[config.mk]
export PLATFORM = sky130hd
export DESIGN_NAME = dly_cnt_channel
export DESIGN_NICKNAME = d
export VERILOG_FILES = /design/src/rtl/dc_pkg.sv /design/src/rtl/dc_pin_sync.sv /design/src/rtl/dc_noise_filter.sv /design/src/rtl/dc_edge_sel.sv /design/src/rtl/dc_down_counter.sv /design/src/rtl/dly_cnt_channel.sv
export SDC_FILE = /design/constraint.sdc
export NUM_CORES = 1
export LEC_CHECK = 0
export BUFFER_PORTS_ARGS = -buffer_cell sky130_fd_sc_hd__buf_2
export CORE_UTILIZATION = 42
export DETAILED_ROUTE_END_ITERATION = 10
export PLACE_DENSITY_LB_ADDON = 0.1
export SYNTH_ARGS = -nofsm -noshare
export SYNTH_HDL_FRONTEND = slang
export SYNTH_SLANG_ARGS = --single-unit
[constraint.sdc]
create_clock -name clk -period 6.2 [get_ports clk]
set_input_delay 0.93 -clock clk [delete_from_list [all_inputs] [get_ports clk]]
set_output_delay 0.93 -clock clk [all_outputs]
set_load 0.005 [all_outputs]
[src/rtl/dc_pkg.sv]
// Package dc_pkg
// Shared types of the delay down-counter channel.
// Assumes: nothing beyond a single clock domain for the consumers.
package dc_pkg;
    // Phase of the counting engine
    typedef enum logic [1:0] {
        PH_WAIT  = 2'd0,   // idle or parked, waiting for a trigger
        PH_ARMED = 2'd1,   // trigger seen, load on next tick
        PH_RUN   = 2'd2    // decrementing
    } dc_phase_e;
endpackage

[src/rtl/dc_pin_sync.sv]
// Module dc_pin_sync
// Brings an asynchronous pin into the clock domain through a flop chain.
// Assumes: STAGES >= 2; reset value of the chain is 0.
module dc_pin_sync #(
    parameter int STAGES = 2
) (
    input  logic clk,
    input  logic rst_n,
    input  logic pin_async,
    output logic pin_sync
);
    logic [STAGES-1:0] chain_q;

    // Shift the pin through the synchronizer chain
    always_ff @(posedge clk) begin
        if (!rst_n) begin
            chain_q <= '0;
        end else begin
            chain_q <= {chain_q[STAGES-2:0], pin_async};
        end
    end

    assign pin_sync = chain_q[STAGES-1];
endmodule

[src/rtl/dc_noise_filter.sv]
// Module dc_noise_filter
// Optional glitch filter: when enabled, the output level follows the input
// only after the input has held the same value on two consecutive clocks.
// When disabled, the output is the input delayed by one clock.
// Assumes: input is already synchronous.
module dc_noise_filter (
    input  logic clk,
    input  logic rst_n,
    input  logic filt_en,
    input  logic level_in,
    output logic level_out
);
    logic prev_q;
    logic lvl_q;

    // Remember the previous synchronous sample
    always_ff @(posedge clk) begin
        if (!rst_n) begin
            prev_q <= 1'b0;
        end else begin
            prev_q <= level_in;
        end
    end

    // Update the filtered level when allowed
    always_ff @(posedge clk) begin
        if (!rst_n) begin
            lvl_q <= 1'b0;
        end else if (!filt_en || (level_in == prev_q)) begin
            lvl_q <= level_in;
        end
    end

    assign level_out = lvl_q;
endmodule

[src/rtl/dc_edge_sel.sv]
// Module dc_edge_sel
// Produces a one-cycle pulse on the selected edge of a clean level.
// Assumes: level is synchronous and glitch-free.
module dc_edge_sel (
    input  logic clk,
    input  logic rst_n,
    input  logic fall_sel,
    input  logic level,
    output logic edge_pulse
);
    logic level_d;

    // Delay the level by one clock for edge comparison
    always_ff @(posedge clk) begin
        if (!rst_n) begin
            level_d <= 1'b0;
        end else begin
            level_d <= level;
        end
    end

    // Pick rising or falling transition
    always_comb begin
        if (fall_sel) begin
            edge_pulse = level_d & ~level;
        end else begin
            edge_pulse = level & ~level_d;
        end
    end
endmodule

[src/rtl/dc_down_counter.sv]
// Module dc_down_counter
// Counting engine. An accepted trigger arms the engine, the next tick loads
// the reload value, and every later tick decrements. On reaching zero, a
// one-cycle expiry pulse is registered and the engine parks at zero.
// Triggers are ignored while decrementing. Stop returns to idle and
// freezes the count.
// Assumes: trig is already qualified by the enable logic; stop overrides.
module dc_down_counter
    import dc_pkg::*;
#(
    parameter int CNT_W = 16
) (
    input  logic             clk,
    input  logic             rst_n,
    input  logic             tick,
    input  logic             trig,
    input  logic             stop,
    input  logic [CNT_W-1:0] load_val,
    output logic [CNT_W-1:0] cnt,
    output logic             expire
);
    localparam logic [CNT_W-1:0] ONE  = {{(CNT_W-1){1'b0}}, 1'b1};
    localparam logic [CNT_W-1:0] ZERO = '0;

    dc_phase_e        phase_q, phase_d;
    logic [CNT_W-1:0] cnt_q, cnt_d;
    logic             exp_q, exp_d;

    // Next-state logic of the engine
    always_comb begin
        phase_d = phase_q;
        cnt_d   = cnt_q;
        exp_d   = 1'b0;
        if (stop) begin
            phase_d = PH_WAIT;
        end else begin
            case (phase_q)
                PH_WAIT: begin
                    if (trig) begin
                        phase_d = PH_ARMED;
                    end
                end
                PH_ARMED: begin
                    if (tick) begin
                        cnt_d = load_val;
                        if (load_val == ZERO) begin
                            exp_d   = 1'b1;
                            phase_d = PH_WAIT;
                        end else begin
                            phase_d = PH_RUN;
                        end
                    end
                end
                PH_RUN: begin
                    if (tick) begin
                        cnt_d = cnt_q - ONE;
                        if (cnt_q == ONE) begin
                            exp_d   = 1'b1;
                            phase_d = PH_WAIT;
                        end
                    end
                end
                default: begin
                    phase_d = PH_WAIT;
                end
            endcase
        end
    end

    // State registers of the engine
    always_ff @(posedge clk) begin
        if (!rst_n) begin
            phase_q <= PH_WAIT;
            cnt_q   <= '0;
            exp_q   <= 1'b0;
        end else begin
            phase_q <= phase_d;
            cnt_q   <= cnt_d;
            exp_q   <= exp_d;
        end
    end

    assign cnt    = cnt_q;
    assign expire = exp_q;
endmodule

[src/rtl/dly_cnt_channel.sv]
// Module dly_cnt_channel
// One delay-mode timer channel: data register, enable flag, pin trigger
// path (sync, optional filter, edge select) and the counting engine.
// Assumes: tick_en is a one-clock enable from an external prescaler;
// start_req and stop_req are one-clock strobes from a register interface.
module dly_cnt_channel #(
    parameter int CNT_W       = 16,
    parameter int SYNC_STAGES = 2
) (
    input  logic             clk,
    input  logic             rst_n,
    input  logic             tick_en,
    input  logic             pin_in,
    input  logic             filt_on,
    input  logic             edge_fall,
    input  logic             start_req,
    input  logic             stop_req,
    input  logic             data_wr,
    input  logic [CNT_W-1:0] data_in,
    output logic [CNT_W-1:0] data_q,
    output logic [CNT_W-1:0] cnt_q,
    output logic             run_flag,
    output logic             irq
);
    logic             pin_s;
    logic             pin_clean;
    logic             pin_edge;
    logic             trig_ok;
    logic             en_q;
    logic [CNT_W-1:0] data_r;

    // Data register, writable in any state
    always_ff @(posedge clk) begin
        if (!rst_n) begin
            data_r <= '0;
        end else if (data_wr) begin
            data_r <= data_in;
        end
    end

    // Enable flag: stop wins over start
    always_ff @(posedge clk) begin
        if (!rst_n) begin
            en_q <= 1'b0;
        end else if (stop_req) begin
            en_q <= 1'b0;
        end else if (start_req) begin
            en_q <= 1'b1;
        end
    end

    dc_pin_sync #(
        .STAGES(SYNC_STAGES)
    ) u_sync (
        .clk      (clk),
        .rst_n    (rst_n),
        .pin_async(pin_in),
        .pin_sync (pin_s)
    );

    dc_noise_filter u_filt (
        .clk      (clk),
        .rst_n    (rst_n),
        .filt_en  (filt_on),
        .level_in (pin_s),
        .level_out(pin_clean)
    );

    dc_edge_sel u_edge (
        .clk       (clk),
        .rst_n     (rst_n),
        .fall_sel  (edge_fall),
        .level     (pin_clean),
        .edge_pulse(pin_edge)
    );

    // Qualify triggers: software start always, pin edge only when enabled
    always_comb begin
        trig_ok = (start_req | (pin_edge & en_q)) & ~stop_req;
    end

    dc_down_counter #(
        .CNT_W(CNT_W)
    ) u_cnt (
        .clk     (clk),
        .rst_n   (rst_n),
        .tick    (tick_en),
        .trig    (trig_ok),
        .stop    (stop_req),
        .load_val(data_r),
        .cnt     (cnt_q),
        .expire  (irq)
    );

    assign data_q   = data_r;
    assign run_flag = en_q;
endmodule

Word level (Yosys, flattened, before mapping):

Cells that the tools add are included.

* mux-type cells: 15
* add/sub/neg operators: 1
* bitwise logic cells: 9
* equal/unequal tests: 8
* reduce and logical (&&, ||, !) cells: 8

Operator list (count)
* 16-bit 2-to-1 mux: 2
* 16-bit one-hot mux with 2 select lines: 1
* 16-bit by 1-bit == test with 1-bit output, second input constant: 1
* 16-bit logical NOT: 1
* 16-bit by 1-bit subtractor with 16-bit output, second input constant: 1
* 2-bit 2-to-1 mux: 5
* 4-bit AND reduction: 2
* 2-bit != test, second input constant: 3
* 2-bit one-hot mux with 3 select lines: 1
* 1-bit 2-to-1 mux: 5
* 1-bit AND: 4
* 1-bit NOT: 4
* 2-bit by 1-bit == test with 1-bit output, second input constant: 1
* 2-bit == test, second input constant: 1
* 2-bit logical NOT: 1
* 2-bit by 1-bit != test with 1-bit output, second input constant: 1
* 1-bit one-hot mux with 2 select lines: 1
* 2-bit nonzero test: 1
* 2-bit OR reduction: 1
* 1-bit == test: 1
* 1-bit logical NOT: 1
* 1-bit logical OR: 1
* 1-bit bitwise OR: 1

* output and inout bits: 34
* register bits: 41

Depth between registers and ports, before layout:

Gate-level depths: netlist of run 1.

* depth in word-level cells: 8
* gate-level depth with buffers: 10
* depth with buffers taken out: 7

Cells and area by module:

Synthesis of run 1 repeated with hierarchy kept, for this count alone.

* cells, all modules: 240
* area, all modules: 2144.6 µm²

By module, submodules not included
* dc_down_counter: area an instance 1311.3 µm², sequential area each 380.4 µm², cells an instance 168, instances 1
* dly_cnt_channel: area an instance 655.6 µm², sequential area each 340.3 µm², cells an instance 56, instances 1
* dc_noise_filter: area an instance 76.3 µm², sequential area each 40.0 µm², cells an instance 7, instances 1
* dc_pin_sync: area an instance 52.6 µm², sequential area each 40.0 µm², cells an instance 4, instances 1
* dc_edge_sel: area an instance 48.8 µm², sequential area each 20.0 µm², cells an instance 5, instances 1

Least setup slack after synthesis of run 1:

OpenSTA, ideal clock, no wires.

* path type: register to register
* start: reg u_cnt.cnt_q[0], in the netlist u_cnt.cnt[0]
* end: reg u_cnt.cnt_q[12], in the netlist u_cnt.cnt[12]
* setup slack: 3.810 ns
* arrival time: 2.269 ns
* stages on the path, launching flop included: 8
* clock period less this slack: 2.390 ns
* cells stage by stage: dfxtp_1 -> inv_1 -> ha_1 -> or4b_4 -> or4_4 -> or4b_1 -> a21oi_1 -> o22ai_1

* word-level cells in the longest chain between the ends: 3

RTL lines
* start: declaration: RTL line dc_down_counter.sv:26 `logic [CNT_W-1:0] cnt_q, cnt_d;`
* start signal: assignment: RTL line dc_down_counter.sv:78 `cnt_q <= cnt_d;`
* 16-bit by 1-bit subtractor with 16-bit output: RTL line dc_down_counter.sv:56 `cnt_d = cnt_q - ONE;`
* 16-bit 2-to-1 mux: RTL line dc_down_counter.sv:55 `if (tick) begin`
* 16-bit one-hot mux with 2 select lines: RTL line dc_down_counter.sv:37 `case (phase_q)`

No other way between the ends. The select of a mux whose other input is x is not followed.
A chain may end at the register's enable or synchronous reset.

Worst setup path after layout of run 1:

Ends and elaborated chain as after synthesis.

==> impl_metrics.yaml, run 1 <==
place:
  dp_hpwl_um: 3362
  port_buffers: 58
  place_ws_ps: 3689
  globalplace.congestion: 0.8299
flow_run:
  maxCapViolCount: 0
die:
  io_pins: 59
  die_y_um: 70.57
  rows: 24
  start_util: 0.4443
  coreArea_sq_um: 4444
  dieArea_sq_um: 4979
  die_x_um: 70.57
worst_hold_path:
  worstHoldPathType: "reg -> reg"
final_layout:
  antennaDiodeCount: 0
  nets: 316
  syn_to_final_growth_pct: 23.00
  drive_gt1_frac: 0.2613
clock_network:
  post_cts_buffers: 0
  hold_buffers: 0
  clock_path_buffers: 2
  cts.sinks: 41
  clk_latency_ps: 300
  root_buffer: "clkbuf_8"
  clk_pin_slew_ps: 80
  cts_resized: 0
  cts-buffers-inserted: 5
  cts_tree: "done"
  cts_max_level: 2
worst_setup_path:
  worstSetupPathType: "reg -> reg"
  worstSetupStartpoint: "u_cnt.cnt[0]$_SDFFE_PN0P_"
  path_max_fanout: 5
  cp-endpoint: "u_cnt.cnt[12]$_SDFFE_PN0P_"
  cp_data_arrival_time_ps: 2740
  worst_path_dominant_cell_family: "simple AND/OR/NAND/NOR gates"
  max_stage_delay_ps: 530
  cp.required_ps: 6390
  worstSetupPathDepth: 7
  slowest_stage: "or4b_4"
  regToRegSetupSlack_ps: 3650
  cp_cell_sequence: "inv_1 > ha_1 > or4b_4 > or4_4 > or4b_1 > a21oi_1 > o22ai_1"
  path_buf_inv: 1
  worst_setup_path_start_kind: "flip-flop"
  worstReg2RegEnd: "u_cnt.cnt[12]$_SDFFE_PN0P_"
  rr_startpoint: "u_cnt.cnt[0]$_SDFFE_PN0P_"
  cp-end-kind: "flip-flop"
  worstRegToRegCells: 7
power_and_ir_drop:
  cellLeakagePower_nw: 1.140
  power.density_nw_per_um2: 244.2
  max-vdd-ir-drop_mv: 0.1383
grt:
  use_met1: 0.2867
  grt_start_max_net_pins: 36
  grtUsageMet2: 0.3182
  first_global_vias: 1704
  grt_pass1_wl_um: 8190
  antenna_found_initial: 0
  track_usage: 0.2077
  grt-ovfl-total: 0
  busiest_layer: "met2"
  use_met3: 0.05983
synth:
  async_flop_share: 0
  syn_area_sq_um: 1974
  ys_seq_area_frac: 0.4157
  synth_enable_flop_cells: 0
  synth_commonest_cells: "dfxtp_1, nor2_1, a21oi_1, mux2i_1, nand2_1"
  syn_inst: 232
  ys_top_cells_by_area: "dfxtp_1, mux2i_1, nor2_1"
  synth_most_common_cell: "dfxtp_1"
  avgSynthCellArea_sq_um: 8.510
  synth_top_area_share: 0.4157
  synth_top_cell_by_area: "dfxtp_1"
  synth_cell_type_count: 48
  syn-num-nets: 262
  synth-seq-cells: 41
  synthFlopType: "dfxtp_1"
  synth_warnings: 0
timing:
  relSlewSlack: 0.4953
  fin_tns_setup_ps: 0
  hold_viol: 0
  setup_viol: 0
  timing.fmax_mhz: 392.3
  period_needed_ps: 2549
  fin_crit_sh: 0.4111
  rsz0062_at_grt: "no"
  tightest_slew_ps: 750.1
  fin_skew_ps: 3.476
  setup_ws_ps: 3651
  maxSlewViolCount: 0
route:
  routed_wl_um: 4817
  ant_nets: 0
  vias: 1881
  drc: 6
  first_pass_iters: 7
  drtIter0Drc: 121
  wl_per_cell_um: 14.21
  viasPerCell: 5.549
status:
  violations: "design-rule violations"
  status: "finished, violations left"
==> metal layers <==
layer | wire (um) | vias up | share of wire
met5 | 0 | - | 0
met4 | 82 | 0 | 0.017
met3 | 243 | 9 | 0.050
met2 | 2097 | 53 | 0.44
met1 | 2393 | 865 | 0.50
li1 | - | 954 | -
==> layout make-up <==
cell class / count / area [sq um]
fillers: 441 / 2016
multi-input cells: 171 / 1077
flip-flops and latches: 41 / 820.8
repair buffers: 60 / 305.3
clock buffers: 5 / 68.82
clock inverters: 3 / 65.06
well taps: 52 / 65.06
inverters: 7 / 26.28
==> state kept, by name (all words and copies together), names as in the netlist <==
name              flops
u_sync.chain_q        2
u_cnt.expire          1
u_cnt.phase_q         2
u_filt.level_out      1
u_cnt.cnt            16
u_edge.level_d        1
run_flag              1
data_q               16
u_filt.prev_q         1
==> worst min path at each step <==
stage	startpoint	endpoint	cells past startpoint
after global placement	u_sync.chain_q[0]$_SDFF_PN0_	u_sync.chain_q[1]$_SDFF_PN0_	1
after floorplan	u_sync.chain_q[0]$_SDFF_PN0_	u_sync.chain_q[1]$_SDFF_PN0_	1
after CTS	u_sync.chain_q[0]$_SDFF_PN0_	u_sync.chain_q[1]$_SDFF_PN0_	1
after detailed placement	u_sync.chain_q[0]$_SDFF_PN0_	u_sync.chain_q[1]$_SDFF_PN0_	1
final	u_sync.chain_q[0]$_SDFF_PN0_	u_sync.chain_q[1]$_SDFF_PN0_	1
after global routing	u_sync.chain_q[0]$_SDFF_PN0_	u_sync.chain_q[1]$_SDFF_PN0_	1
==> worst reg2reg max path, stage by stage (launching register included) <==
cell	delay [ps]
dfxtp_1	350
inv_1	100
ha_1	250
or4b_4	530
or4_4	460
or4b_1	510
a21oi_1	160
o22ai_1	100
==> where the power goes <==
group          switching (mW)  internal, mW
Sequential            0.00988         0.272
Clock                  0.0937         0.160
Combinational          0.0291        0.0285
==> cells by family after synthesis <==
family | after synthesis | synth area share
simple gates | 90 | 0.2288
compound gates | 59 | 0.1990
flops | 41 | 0.4157
buf+inv | 20 | 0.03865
mux | 17 | 0.08618
fa+ha+maj | 5 | 0.03169
==> through the flow <==
| step | hold slack (ps) | instance area, sq um | total power [mW] | util | instances |
|---|---|---|---|---|---|
| after detailed placement | 424.0 | 2295 | 0.3460 | 0.5163 | 331 |
| after CTS | 443.1 | 2429 | 0.5984 | 0.5465 | 339 |
| after global placement | 412.6 | 2295 | 0.3458 | 0.5163 | 331 |
| after global routing | 463.6 | 2429 | 0.6186 | 0.5465 | 339 |
| after floorplan | 411.9 | 1974 | 0.3216 | - | 232 |
| final | 440.2 | 2429 | 0.5931 | 0.5465 | 339 |
==> cell usage in the layout, fill, tap and decap left out, types with 4 or more instances in the layout <==
master    count
nor4_1        7
nor3_1        6
o21ai_0       9
a21oi_1      19
inv_1         6
buf_2        58
and2_1        5
nand3_1       4
nand2_1      16
clkbuf_8      5
nor2_1       35
dfxtp_1      41
nand4_1       4
mux2i_1      17
ha_1          5
o22ai_1       5
Note: power is estimated with default switching activity, not from simulation.
==> run 2, diff against run 1 <==
ABC_AREA = 1   (was default)
clock period = 2.6 ns   (was 6.2 ns; I/O delays follow)
==> impl_metrics.yaml, run 2 <==
status:
  status: "complete, no violations"
worst_setup_path:
  path_max_fanout: 27
  cp.required_ps: 2820
  worst_setup_path_start_kind: "flip-flop"
  worstReg2RegEnd: "u_cnt.cnt[11]$_SDFFE_PN0P_"
  slowest_stage: "dfxtp_1"
  worstRegToRegCells: 8
  max_stage_delay_ps: 320
  cp_data_arrival_time_ps: 1850
  worst_path_dominant_cell_family: "simple AND/OR/NAND/NOR gates"
  path_buf_inv: 2
  regToRegSetupSlack_ps: 970
  cp_common_cell: "nand2_1"
  rr_startpoint: "u_cnt.phase_q[0]$_SDFFE_PP0P_"
  worstSetupPathType: "reg -> reg"
  cp_cell_sequence: "inv_1 > ha_1 > inv_2 > nor2_1 > nand3_1 > nand2_1 > nand2_1 > a21oi_1"
  cp-end-kind: "flip-flop"
synth:
  synth_most_common_cell: "nand2_1"
  async_flop_share: 0
  synth-seq-cells: 41
  ys_top_cells_by_area: "dfxtp_1, nand2_1, nor2_1"
  synth_warnings: 0
  synth_commonest_cells: "nand2_1, nor2_1, dfxtp_1, inv_1, a21oi_1"
  synth_top_area_share: 0.3909
  ys_seq_area_frac: 0.3909
  synth_top_cell_by_area: "dfxtp_1"
  avgSynthCellArea_sq_um: 6.460
  syn_area_sq_um: 2100
  synth_cell_type_count: 26
  synth_enable_flop_cells: 0
  syn-num-nets: 355
  synthFlopType: "dfxtp_1"
  syn_inst: 325
final_layout:
  multi_input_area_sq_um: 1094
  seqCellArea_sq_um: 820.8
  final_cell_mix: "nand2_1, nor2_1, buf_2, dfxtp_1, inv_1"
  nets: 412
  drive_gt1_frac: 0.1932
  antennaDiodeCount: 0
  final_util: 0.5321
  n_fill_cell: 518
  syn_to_final_growth_pct: 20.50
  final_common_cell: "nand2_1"
route:
  first_pass_iters: 4
  wl_per_cell_um: 11.29
  wl_met3_um: 311
  viasPerCell: 4.753
  drc: 0
  routed_wl_um: 5079
  routed-wl-met2_um: 2158
  met1Wirelength_um: 2557
  ant_nets: 0
  drtIter0Drc: 178
  highest_layer: "met4"
  vias: 2139
worst_hold_path:
  min_path_cells: 3
  worstHoldPathType: "in -> reg"
  hp-start: "pin_in"
  hold-path-endpoint: "u_sync.chain_q[0]$_SDFF_PN0_"
clock_network:
  post_cts_buffers: 0
  hold_buffers: 0
  clock_path_buffers: 2
  cts.sinks: 41
  cts-buffers-inserted: 5
  cts_max_level: 2
  cts_tree: "done"
  clk_latency_ps: 290
  cts_resized: 0
  root_buffer: "clkbuf_8"
  clk_pin_slew_ps: 80
grt:
  grt-ovfl-total: 0
  grt_pass1_wl_um: 8659
  grt_start_max_net_pins: 28
  first_global_vias: 1872
  antenna_found_initial: 0
  track_usage: 0.2086
die:
  dieArea_sq_um: 5285
  die_y_um: 72.70
  rows: 25
  die_x_um: 72.70
  io_pins: 59
  coreArea_sq_um: 4755
  start_util: 0.4416
flow_run:
  maxCapViolCount: 0
power_and_ir_drop:
  cellLeakagePower_nw: 1.280
  switching_power_mw: 0.3885
  p_clk_frac: 0.318
  max-vdd-ir-drop_mv: 0.2559
  p_comb_frac: 0.170
  intPower_mw: 0.9298
  share_seq_of_total_power: 0.512
  swShare: 0.2947
  power.density_nw_per_um2: 521.1
place:
  dp_hpwl_um: 3784
  globalplace.congestion: 0.8406
  port_buffers: 58
timing:
  tightest_slew_ps: 584.0
  period_needed_ps: 1628
  setup_viol: 0
  fin_skew_ps: 5.444
  hold_viol: 0
  fin_crit_sh: 0.6260
  fin_tns_setup_ps: 0
  relSlewSlack: 0.6102
  rsz0062_at_grt: "no"
  timing.fmax_mhz: 614.4
  maxSlewViolCount: 0
## run 2: changes by cell type after synthesis, sizes merged, moves of 7 or more
| cell | before | now |
|---|---|---|
| a21oi | 19 | 29 |
| inv | 7 | 37 |
| mux2i | 17 | 0 |
| nand2 | 16 | 77 |
| nand3 | 4 | 19 |
| nor2 | 35 | 59 |
| nor4 | 7 | 0 |
| o21ai | 9 | 34 |
## run 2: power by group through the flow
stage	sequential, mW	combinational, mW	clock (mW)
2_1_floorplan	0.689	0.147	0
3_3_place_gp	0.689	0.222	0
3_5_place_dp	0.690	0.223	0
4_1_cts	0.676	0.224	0.431
5_1_grt	0.680	0.256	0.449
6_report	0.675	0.224	0.419
## run 2: how the worst max path moves through the flow
stage	depth (start not counted)	to	slack (ps)	startpoint
6_report	8	u_cnt.cnt[11]$_SDFFE_PN0P_	970	u_cnt.phase_q[0]$_SDFFE_PP0P_
5_1_grt	8	u_cnt.cnt[11]$_SDFFE_PN0P_	800	u_cnt.phase_q[0]$_SDFFE_PP0P_
4_1_cts	8	u_cnt.cnt[11]$_SDFFE_PN0P_	980	u_cnt.phase_q[0]$_SDFFE_PP0P_
3_5_place_dp	5	u_cnt.expire$_SDFF_PP0_	970	rst_n
3_3_place_gp	5	u_cnt.expire$_SDFF_PP0_	1030	rst_n
2_1_floorplan	7	u_cnt.cnt[10]$_SDFFE_PN0P_	1180	u_cnt.phase_q[0]$_SDFFE_PP0P_
## run 2: per-layer routing
layer,vias up,GRT usage
met2,64,0.3146
li1,1150,-
met1,920,0.3009
met4,0,0.05664
met3,5,0.04282
met5,-,0
## run 2: worst register-to-register path, cell delays in order (launching register included)
cell and delay [ps]:
dfxtp_1 320, inv_1 90, ha_1 320, inv_2 250
nor2_1 240, nand3_1 100, nand2_1 70, nand2_1 50
a21oi_1 140
## run 2: logic make-up after synthesis
kind of cell    synth area share
compound gates            0.1728
simple gates              0.3141
flops                     0.3909
buf+inv                  0.08821
fa+ha+maj                0.02980
xor+xnor                0.004172
## run 2: stage by stage
step	total power, mW	setup WS (ps)	instances	hold slack [ps]	cell area (sq um)
final	1.318	972.5	450	272.8	2530
after CTS	1.330	984.0	450	266.8	2530
after detailed placement	0.9130	970.9	442	401.8	2442
after global routing	1.386	797.4	450	269.5	2530
after floorplan	0.8354	1175	325	390.5	2100
after global placement	0.9110	1031	442	393.6	2442
## run 2: cell type report
cell class	count	area share
Clock buffer	6	0.02868
Clock inverter	2	0.005935
Inverter	37	0.05490
Multi-Input combinational cell	237	0.4322
Sequential cell	41	0.3244
Tap cell	67	0.03314
Timing Repair Buffer	60	0.1207
==> run 3, diff against run 2 <==
clock period = 1.5 ns   (was 2.6 ns; I/O delays follow)
==> impl_metrics.yaml, run 3 (synthesis results as in run 2) <==
grt:
  grt_start_max_net_pins: 21
  track_usage: 0.2147
  grt-ovfl-total: 0
  grt_pass1_wl_um: 8790
  antenna_found_initial: 0
  first_global_vias: 1939
clock_network:
  clk_latency_ps: 290
  post_cts_buffers: 0
  hold_buffers: 0
  cts_resized: 0
  clock_path_buffers: 2
  cts-buffers-inserted: 5
  cts.sinks: 41
  root_buffer: "clkbuf_8"
  cts_max_level: 2
  clk_pin_slew_ps: 80
  cts_tree: "done"
timing:
  period_needed_ps: 1404
  rsz0062_at_grt: "yes"
  timing.fmax_mhz: 712.0
  relSlewSlack: 0.7839
  hold_viol: 0
  fin_crit_sh: 0.9363
  hold_ws_ps: 109.6
  tightest_slew_ps: 323.0
  setup_ws_ps: 95.59
  fin_skew_ps: 3.803
  setup_viol: 0
  maxSlewViolCount: 0
route:
  viasPerCell: 4.787
  ant_nets: 0
  first_pass_iters: 5
  drtIter0Drc: 161
  drc: 0
  wl_per_cell_um: 11.67
  routed_wl_um: 5311
  vias: 2178
final_layout:
  antennaDiodeCount: 0
  n_fill_cell: 495
  final_cells: 455
  final_cell_mix: "nand2_1, buf_2, nor2_1, dfxtp_1, inv_1"
  drive_gt1_frac: 0.2191
  final_common_cell: "nand2_1"
  nets: 418
  syn_to_final_growth_pct: 25.03
power_and_ir_drop:
  finalPower_mw: 2.448
  cellLeakagePower_nw: 1.337
  max-vdd-ir-drop_mv: 0.4641
  power.density_nw_per_um2: 932.7
die:
  coreArea_sq_um: 4755
  die_x_um: 72.70
  dieArea_sq_um: 5285
  die_y_um: 72.70
  rows: 25
  start_util: 0.4416
  io_pins: 59
worst_setup_path:
  cp-end-kind: "flip-flop"
  worst_setup_path_start_kind: "flip-flop"
  slowest_stage: "dfxtp_1"
  cp_data_arrival_time_ps: 1630
  worstSetupPathType: "reg -> reg"
  cp_cell_sequence: "inv_1 > ha_2 > inv_2 > buf_12 > o31ai_1 > nand2_1 > a21oi_1"
  max_stage_delay_ps: 320
  cp.required_ps: 1730
  path_max_fanout: 20
worst_hold_path:
  worstHoldPathType: "in -> reg"
place:
  place_ws_ps: 10.71
  port_buffers: 58
  globalplace.congestion: 0.9072
  dp.cells: 448
  dp_hpwl_um: 4008
status:
  status: "complete, no violations"
flow_run:
  maxCapViolCount: 0
[run 3: changes by cell type in the layout (fill, tap and decap cells not counted), moves of 2 or more]
| cell | before | now |
|---|---|---|
| buf_4 | 2 | 7 |
| clkinvlp_4 | 2 | 0 |
| nor2_1 | 58 | 56 |
| nor2_4 | 0 | 2 |
[run 3: final timing paths]
kind	start	end	slack, ps	cells after the start
worst max-delay path	u_cnt.phase_q[0]$_SDFFE_PP0P_	u_cnt.cnt[2]$_SDFFE_PN0P_	100	7
worst min-delay path	pin_in	u_sync.chain_q[0]$_SDFF_PN0_	110	3
worst max register to register	u_cnt.phase_q[0]$_SDFFE_PP0P_	u_cnt.cnt[2]$_SDFFE_PN0P_	100	7
worst min register to register	u_sync.chain_q[0]$_SDFF_PN0_	u_sync.chain_q[1]$_SDFF_PN0_	420	2
[run 3: final cells by class]
class | count | area (sq um) | share of cell area
clock buffer | 5 | 68.82 | 0.02622
sequential | 41 | 822.0 | 0.3132
clock inverter | 2 | 35.03 | 0.01335
inverter | 37 | 138.9 | 0.05291
multi-input combinational | 237 | 1114 | 0.4242
timing repair buffer | 66 | 362.8 | 0.1382
tap | 67 | 83.83 | 0.03194
[run 3: through the flow]
step | cell area (sq um) | utilization | setup TNS [ps]
6_report | 2625 | 0.5521 | 0
5_1_grt | 2625 | 0.5521 | -59.05
4_1_cts | 2604 | 0.5476 | 0
3_5_place_dp | 2500 | 0.5258 | 0
3_3_place_gp | 2500 | 0.5258 | 0
2_1_floorplan | 2100 | - | 0
[run 3: power by group]
group | internal [mW] | switching [mW]
Combinational | 0.166 | 0.250
Sequential | 1.13 | 0.0343
Clock | 0.484 | 0.380
[run 3: critical path: cells and delay by family (launching register included)]
kind,cells,cell delay [ps]
adders and majority gates,1,230
buffers and inverters,3,350
AOI/OAI and AO/OA,2,360
DFF,1,320
and+or+nand+nor,1,70
[run 3: per-layer routing]
metal	track usage	part of all wire	wire, um	vias up
met5	0	0	0	-
met1	0.2951	0.48	2537	943
met2	0.3323	0.44	2348	68
met3	0.04834	0.063	332	7
met4	0.07190	0.018	93	0
li1	-	-	-	1160
